## config.mk

```make
export PLATFORM = sky130hd
export DESIGN_NAME = pclk_gate_ctrl
export DESIGN_NICKNAME = d
export VERILOG_FILES = /design/src/rtl/pcg_pkg.sv /design/src/rtl/pcg_decode.sv /design/src/rtl/pcg_bank.sv /design/src/rtl/pclk_gate_ctrl.sv
export SDC_FILE = /design/constraint.sdc
export NUM_CORES = 1
export LEC_CHECK = 0
export ABC_CLOCK_PERIOD_IN_PS = 2200
export BUFFER_PORTS_ARGS = -buffer_cell sky130_fd_sc_hd__buf_2
export CAP_MARGIN = 20
export CELL_PAD_IN_SITES_DETAIL_PLACEMENT = 1
export CELL_PAD_IN_SITES_GLOBAL_PLACEMENT = 2
export CORE_MARGIN = 2
export CORE_UTILIZATION = 36
export CTS_CLUSTER_SIZE = 25
export DETAILED_ROUTE_END_ITERATION = 10
export GPL_ROUTABILITY_DRIVEN = 0
export PLACE_DENSITY_LB_ADDON = 0.1
export SLEW_MARGIN = 20
export SYNTH_ARGS = -nofsm -noshare
export SYNTH_HDL_FRONTEND = slang
export SYNTH_HIERARCHICAL = 1
export SYNTH_SLANG_ARGS = --single-unit
```

## constraint.sdc

```tcl
create_clock -name clk -period 2.2 [get_ports clk]
set_input_delay 0.11 -clock clk [delete_from_list [all_inputs] [get_ports clk]]
set_output_delay 0.11 -clock clk [all_outputs]
set_load 0.1 [all_outputs]
```

## src/rtl/pcg_pkg.sv

```systemverilog
package pcg_pkg;
  localparam int unsigned WORD_W     = 32;
  localparam int unsigned NUM_BANKS  = 2;
  localparam int unsigned BANK_BASE  = 'h24;
  localparam int unsigned BANK_PITCH = 'h10;

  // register order inside a bank is fixed by the address map
  typedef enum logic [1:0] {
    SEL_SET  = 2'd0,
    SEL_CLR  = 2'd1,
    SEL_REQ  = 2'd2,
    SEL_STAT = 2'd3
  } reg_sel_e;

  function automatic int unsigned reg_addr(input int unsigned bank, input reg_sel_e sel);
    return BANK_BASE + bank * BANK_PITCH + 4 * int'(sel);
  endfunction

  // bits that no gate exists behind
  function automatic logic [WORD_W-1:0] rsvd_mask(input int unsigned bank);
    return (bank == 1) ? 32'h0280_000F : 32'h0000_0000;
  endfunction

  // gates that come up running (static memory controller clock)
  function automatic logic [WORD_W-1:0] boot_mask(input int unsigned bank);
    return (bank == 0) ? 32'h0000_0004 : 32'h0000_0000;
  endfunction

  function automatic logic [WORD_W-1:0] apply_set(input logic [WORD_W-1:0] cur,
                                                  input logic [WORD_W-1:0] m,
                                                  input logic [WORD_W-1:0] rsvd);
    return (cur | m) & ~rsvd;
  endfunction

  function automatic logic [WORD_W-1:0] apply_clr(input logic [WORD_W-1:0] cur,
                                                  input logic [WORD_W-1:0] m);
    return cur & ~m;
  endfunction
endpackage

```

## src/rtl/pcg_decode.sv

```systemverilog
module pcg_decode
  import pcg_pkg::*;
#(
  parameter int unsigned ADDR_W = 8
) (
  input  logic [ADDR_W-1:0]    addr,
  input  logic                 wr,
  input  logic                 rd,
  output logic [NUM_BANKS-1:0] set_we,
  output logic [NUM_BANKS-1:0] clr_we,
  output logic [NUM_BANKS-1:0] req_re,
  output logic [NUM_BANKS-1:0] stat_re
);
  for (genvar b = 0; b < NUM_BANKS; b++) begin : g_bank
    assign set_we[b]  = wr && (addr == ADDR_W'(reg_addr(b, SEL_SET)));
    assign clr_we[b]  = wr && (addr == ADDR_W'(reg_addr(b, SEL_CLR)));
    assign req_re[b]  = rd && (addr == ADDR_W'(reg_addr(b, SEL_REQ)));
    assign stat_re[b] = rd && (addr == ADDR_W'(reg_addr(b, SEL_STAT)));
  end
endmodule

```

## src/rtl/pcg_bank.sv

```systemverilog
module pcg_bank
  import pcg_pkg::*;
#(
  parameter int unsigned BANK_IDX   = 0,
  parameter int unsigned SYNC_DEPTH = 3
) (
  input  logic              clk,
  input  logic              rst_n,
  input  logic              set_we,
  input  logic              clr_we,
  input  logic [WORD_W-1:0] wdata,
  output logic [WORD_W-1:0] req_o,
  output logic [WORD_W-1:0] stat_o
);
  localparam logic [WORD_W-1:0] RSVD = rsvd_mask(BANK_IDX);
  localparam logic [WORD_W-1:0] BOOT = boot_mask(BANK_IDX) & ~RSVD;

  logic [WORD_W-1:0]                 req_q;
  logic [SYNC_DEPTH-1:0][WORD_W-1:0] stage_q;
  logic [SYNC_DEPTH:0][WORD_W-1:0]   chain;

  always_ff @(posedge clk) begin
    if (!rst_n)      req_q <= BOOT;
    else if (set_we) req_q <= apply_set(req_q, wdata, RSVD);
    else if (clr_we) req_q <= apply_clr(req_q, wdata);
  end

  // synchroniser model: request walks SYNC_DEPTH flops to reach status
  assign chain = {stage_q, req_q};

  always_ff @(posedge clk) begin
    if (!rst_n) stage_q <= {SYNC_DEPTH{BOOT}};
    else        stage_q <= chain[SYNC_DEPTH-1:0];
  end

  assign req_o  = req_q;
  assign stat_o = stage_q[SYNC_DEPTH-1];
endmodule

```

## src/rtl/pclk_gate_ctrl.sv

```systemverilog
module pclk_gate_ctrl
  import pcg_pkg::*;
#(
  parameter int unsigned ADDR_W     = 8,
  parameter int unsigned SYNC_DEPTH = 3
) (
  input  logic                          clk,
  input  logic                          rst_n,
  input  logic [ADDR_W-1:0]             bus_addr,
  input  logic                          bus_wr,
  input  logic [WORD_W-1:0]             bus_wdata,
  input  logic                          bus_rd,
  output logic [WORD_W-1:0]             bus_rdata,
  output logic [NUM_BANKS*WORD_W-1:0]   gate_en
);
  logic [NUM_BANKS-1:0]              set_we, clr_we, req_re, stat_re;
  logic [NUM_BANKS-1:0][WORD_W-1:0]  grp_req, grp_stat;
  logic [WORD_W-1:0]                 rdata_mux;

  pcg_decode #(.ADDR_W(ADDR_W)) u_dec (
    .addr(bus_addr), .wr(bus_wr), .rd(bus_rd),
    .set_we(set_we), .clr_we(clr_we), .req_re(req_re), .stat_re(stat_re)
  );

  for (genvar b = 0; b < NUM_BANKS; b++) begin : g_bank
    pcg_bank #(.BANK_IDX(b), .SYNC_DEPTH(SYNC_DEPTH)) u_bank (
      .clk(clk), .rst_n(rst_n),
      .set_we(set_we[b]), .clr_we(clr_we[b]), .wdata(bus_wdata),
      .req_o(grp_req[b]), .stat_o(grp_stat[b])
    );
    assign gate_en[b*WORD_W +: WORD_W] = grp_stat[b];
  end

  always_comb begin
    rdata_mux = '0;
    for (int b = 0; b < NUM_BANKS; b++) begin
      if (req_re[b])  rdata_mux = rdata_mux | grp_req[b];
      if (stat_re[b]) rdata_mux = rdata_mux | grp_stat[b];
    end
  end

  assign bus_rdata = rdata_mux;
endmodule

```

==> impl_metrics.toml <==
[logic_synthesis]
post_synth_and_or_nand_nor_area_fraction = 0.1908
synthXorXnorAreaFrac = 0
yosysMostFrequentCell = "sky130_fd_sc_hd__dfxtp_1"
synth-seq-cells = 256
synthDominantAreaCellType = "sky130_fd_sc_hd__dfxtp_1"
net_count_after_synthesis = 913
asyncSetResetFlopFracSynth = 0
avg_synthesized_cell_area_um2 = 10.65
synth.area.mux_share = 0
yosys.cell_types.count = 26
ys_top_cells_by_count = "sky130_fd_sc_hd__dfxtp_1 (256), sky130_fd_sc_hd__and2_1 (171), sky130_fd_sc_hd__buf_4 (131)"
main_combinational_cell_family_by_area_after_synthesis = "simple AND/OR/NAND/NOR gates"
syn-instance-count = 869
yosys_most_used_dff = "sky130_fd_sc_hd__dfxtp_1"
synth_top_area_share = 0.5540
synth-edff-count = 0
post_synth_instance_area_um2 = 9251
synth.top_cells.by_area = "sky130_fd_sc_hd__dfxtp_1 (55%), sky130_fd_sc_hd__and2_1 (12%), sky130_fd_sc_hd__buf_4 (11%), sky130_fd_sc_hd__a32o_1 (6.2%), sky130_fd_sc_hd__a22oi_1 (5.2%)"
synth_fa_ha_area_frac = 0
synthesis.yosys.warnings = 6
post_synthesis_compound_gate_area_fraction = 0.1147
seq_area_frac_synth = 0.5540

[detailed_routing]
routed_via_density = 4.776
route.vias.total = 6008
post-route-drc-count = 0
drt_pass1_iterations = 4
antenna_violating_nets_post_route = 0
wl_per_cell_um = 17.56
detailedRoute.firstIterationViolations = 270
route.final.wire_length_mm = 22.09

[global_route]
initial_antenna_violation_count = 0
grt_pass1_vias = 6477
global_route_usage_sum = 0.1654
global_route.overflow_total = 0
grt_pass1_wl_mm = 35.23
grt_max_degree = 94

[die]
floorplan.io_pins = 140
area_of_the_die_um2 = 27000
die_height_um = 164.3
coreArea_um2 = 25180
chipWidth_um = 164.3
initial_utilization = 0.3674
std_cell_rows = 58

[timing]
slew_headroom = 0.5845
final.setup_skew_ns = 0.004695
finalSetupViolCount = 0
drv_slew = 0
tightest_slew_ns = 0.6232
setup_repair_after_global_routing_missed_its_margin = "false"
max_clock_freq_ghz = 0.5140
finalCriticalPeriod_ns = 1.945
hold_viol = 0
finalCritPeriodShare = 0.8843
timing.setup.tns_ns = 0
postLayoutSetupSlackWorst_ns = 0.2545

[cells_and_area]
multiInputGateArea_um2 = 2949
seq_area_um2 = 5125
count_of_nets_after_finishing = 950
drive_gt1_frac = 0.2759
antenna_cells_inserted = 0
syn_to_final_growth_pct = 21.72
number_of_inserted_filler_cells_in_the_final_layout = 2654

[clocking]
clkLatencyLatePin_ns = 0.52
cts_root_buf = "sky130_fd_sc_hd__clkbuf_16"
post_cts_buffers = 0
cts_inserted_buffers = 28
cts_htree_levels = 1
ctsLongestPathBuffers = 3
cts_num_sinks = 256
cts.reportedPaths.clkPinSlew_ns = 0.06
tritoncts_clock_tree = "done"

[power_and_ir_drop]
power.leakage_nw = 4.647
p_total_w = 0.01008
power.density_cell_area_nw_per_um2 = 895.3
share_clk_of_total_power = 0.518
p_seq_frac = 0.460
power.internal_w = 0.008118
ir_drop_mv = 0.4684
switching_share = 0.1947
netSwitchingPower_w = 0.001963
power_frac_comb = 0.021

[critical_path]
timing.critical_path.slowest_cell_delay_ns = 0.55
critical_path.max_fanout = 11
critical_path_arrival_ns = 1.84
critical_path.slowest_cell = "sky130_fd_sc_hd__or4b_1"
worstPathRequired_ns = 2.09
critPathLaunchType = "input port"
ff2ff_setup_slack_ns = 1.39
critPathKind = "input port to output port"
setup_crit_end_kind = "output port"
crit_chain = "buf_2, or4b_1, nor4_2, buf_4, a22oi_1, nand2_2, buf_12"

[placed_design]
hpwlAfterDp_mm = 13.67
port-buffer-count = 139
dpl_worst_slack_ns = 0.2399

[worst_hold_path]
timing.hold.worst.class = "input port to register"

[flow_run]
cap_violations = 0

[status]
run_status = "finished clean"
==> cells in the final DEF, fill, tap and decap left out <==
| cell type | count |
|---|---|
| sky130_fd_sc_hd__a221o_1 | 1 |
| sky130_fd_sc_hd__a22oi_1 | 64 |
| sky130_fd_sc_hd__a32o_1 | 57 |
| sky130_fd_sc_hd__and2_1 | 171 |
| sky130_fd_sc_hd__and2_4 | 18 |
| sky130_fd_sc_hd__and2b_1 | 1 |
| sky130_fd_sc_hd__and3_1 | 6 |
| sky130_fd_sc_hd__buf_12 | 40 |
| sky130_fd_sc_hd__buf_2 | 106 |
| sky130_fd_sc_hd__buf_4 | 7 |
| sky130_fd_sc_hd__buf_6 | 1 |
| sky130_fd_sc_hd__bufinv_16 | 7 |
| sky130_fd_sc_hd__clkbuf_1 | 7 |
| sky130_fd_sc_hd__clkbuf_16 | 29 |
| sky130_fd_sc_hd__clkbuf_8 | 5 |
| sky130_fd_sc_hd__clkinv_2 | 4 |
| sky130_fd_sc_hd__dfxtp_1 | 256 |
| sky130_fd_sc_hd__dlygate4sd3_1 | 32 |
| sky130_fd_sc_hd__inv_1 | 2 |
| sky130_fd_sc_hd__nand2_1 | 68 |
| sky130_fd_sc_hd__nand2_2 | 30 |
| sky130_fd_sc_hd__nand2b_1 | 3 |
| sky130_fd_sc_hd__nand4bb_1 | 1 |
| sky130_fd_sc_hd__nor3_2 | 4 |
| sky130_fd_sc_hd__nor4_2 | 2 |
| sky130_fd_sc_hd__nor4b_2 | 1 |
| sky130_fd_sc_hd__nor4b_4 | 1 |
| sky130_fd_sc_hd__or3_1 | 1 |
| sky130_fd_sc_hd__or3b_1 | 1 |
| sky130_fd_sc_hd__or4b_1 | 1 |
| sky130_fd_sc_hd__or4b_4 | 1 |
==> through the flow <==
step                hold WS, ns    util  instances  instance area (um^2)
finish                  0.07733  0.4472       1258                 11260
global route             0.1100  0.4472       1258                 11260
CTS                     0.04680  0.4472       1258                 11260
detailed placement       0.4015  0.3927       1174                  9889
global placement         0.3886  0.3927       1174                  9889
floorplan                0.2537       -        869                  9326
==> per-layer routing <==
layer,wire (um),up-vias,track usage
met3,1088,24,0.03157
met2,10230,133,0.2704
met1,10490,2975,0.2276
li1,-,2876,-
met5,0,-,0
met4,284,0,0.03469
==> power groups by stage <==
stage | combinational (W) | clock [W] | sequential [W]
2_1_floorplan | 0.0000839 | 0 | 0.00474
3_3_place_gp | 0.000166 | 0 | 0.00474
3_5_place_dp | 0.000173 | 0 | 0.00474
4_1_cts | 0.000218 | 0.00537 | 0.00464
5_1_grt | 0.000238 | 0.00558 | 0.00464
6_report | 0.000215 | 0.00523 | 0.00464
==> repair_timing <==
action,CTS,global route
hold buffers,32,0
hold endpoints to repair,64,0
resized for setup,0,0
==> cells by family (layout without fill, tap and decap cells) <==
| kind of cell | Yosys count | in the layout |
|---|---|---|
| AND/OR/NAND/NOR | 310 | 310 |
| AO/OA/AOI/OAI | 122 | 122 |
| flip-flops | 256 | 256 |
| buffers and inverters | 181 | 240 |
==> critical path, delay by kind of cell <==
family                 cells  cell delay, ns
AOI/OAI and AO/OA          1            0.13
and+or+nand+nor            3            0.99
buffers and inverters      3            0.60
==> worst paths after layout <==
check,startpoint,endpoint,depth (start not counted)
min,rst_n,g_bank[0].u_bank/chain[34],2
max,bus_addr[4],bus_rdata[6],7
min reg2reg,g_bank[0].u_bank/chain[34],g_bank[0].u_bank/chain[66],1
max reg2reg,g_bank[1].u_bank/req_o[31],g_bank[1].u_bank/req_o[31],2
==> cell type report <==
class | count | share of cell area
sequential | 256 | 0.4551
timing repair buffer | 186 | 0.1523
multi-input combinational | 432 | 0.2619
inverter | 2 | 0.0006667
tap | 330 | 0.03667
clock buffer | 41 | 0.07289
clock inverter | 11 | 0.02044
(Power assumes the default switching activity.)
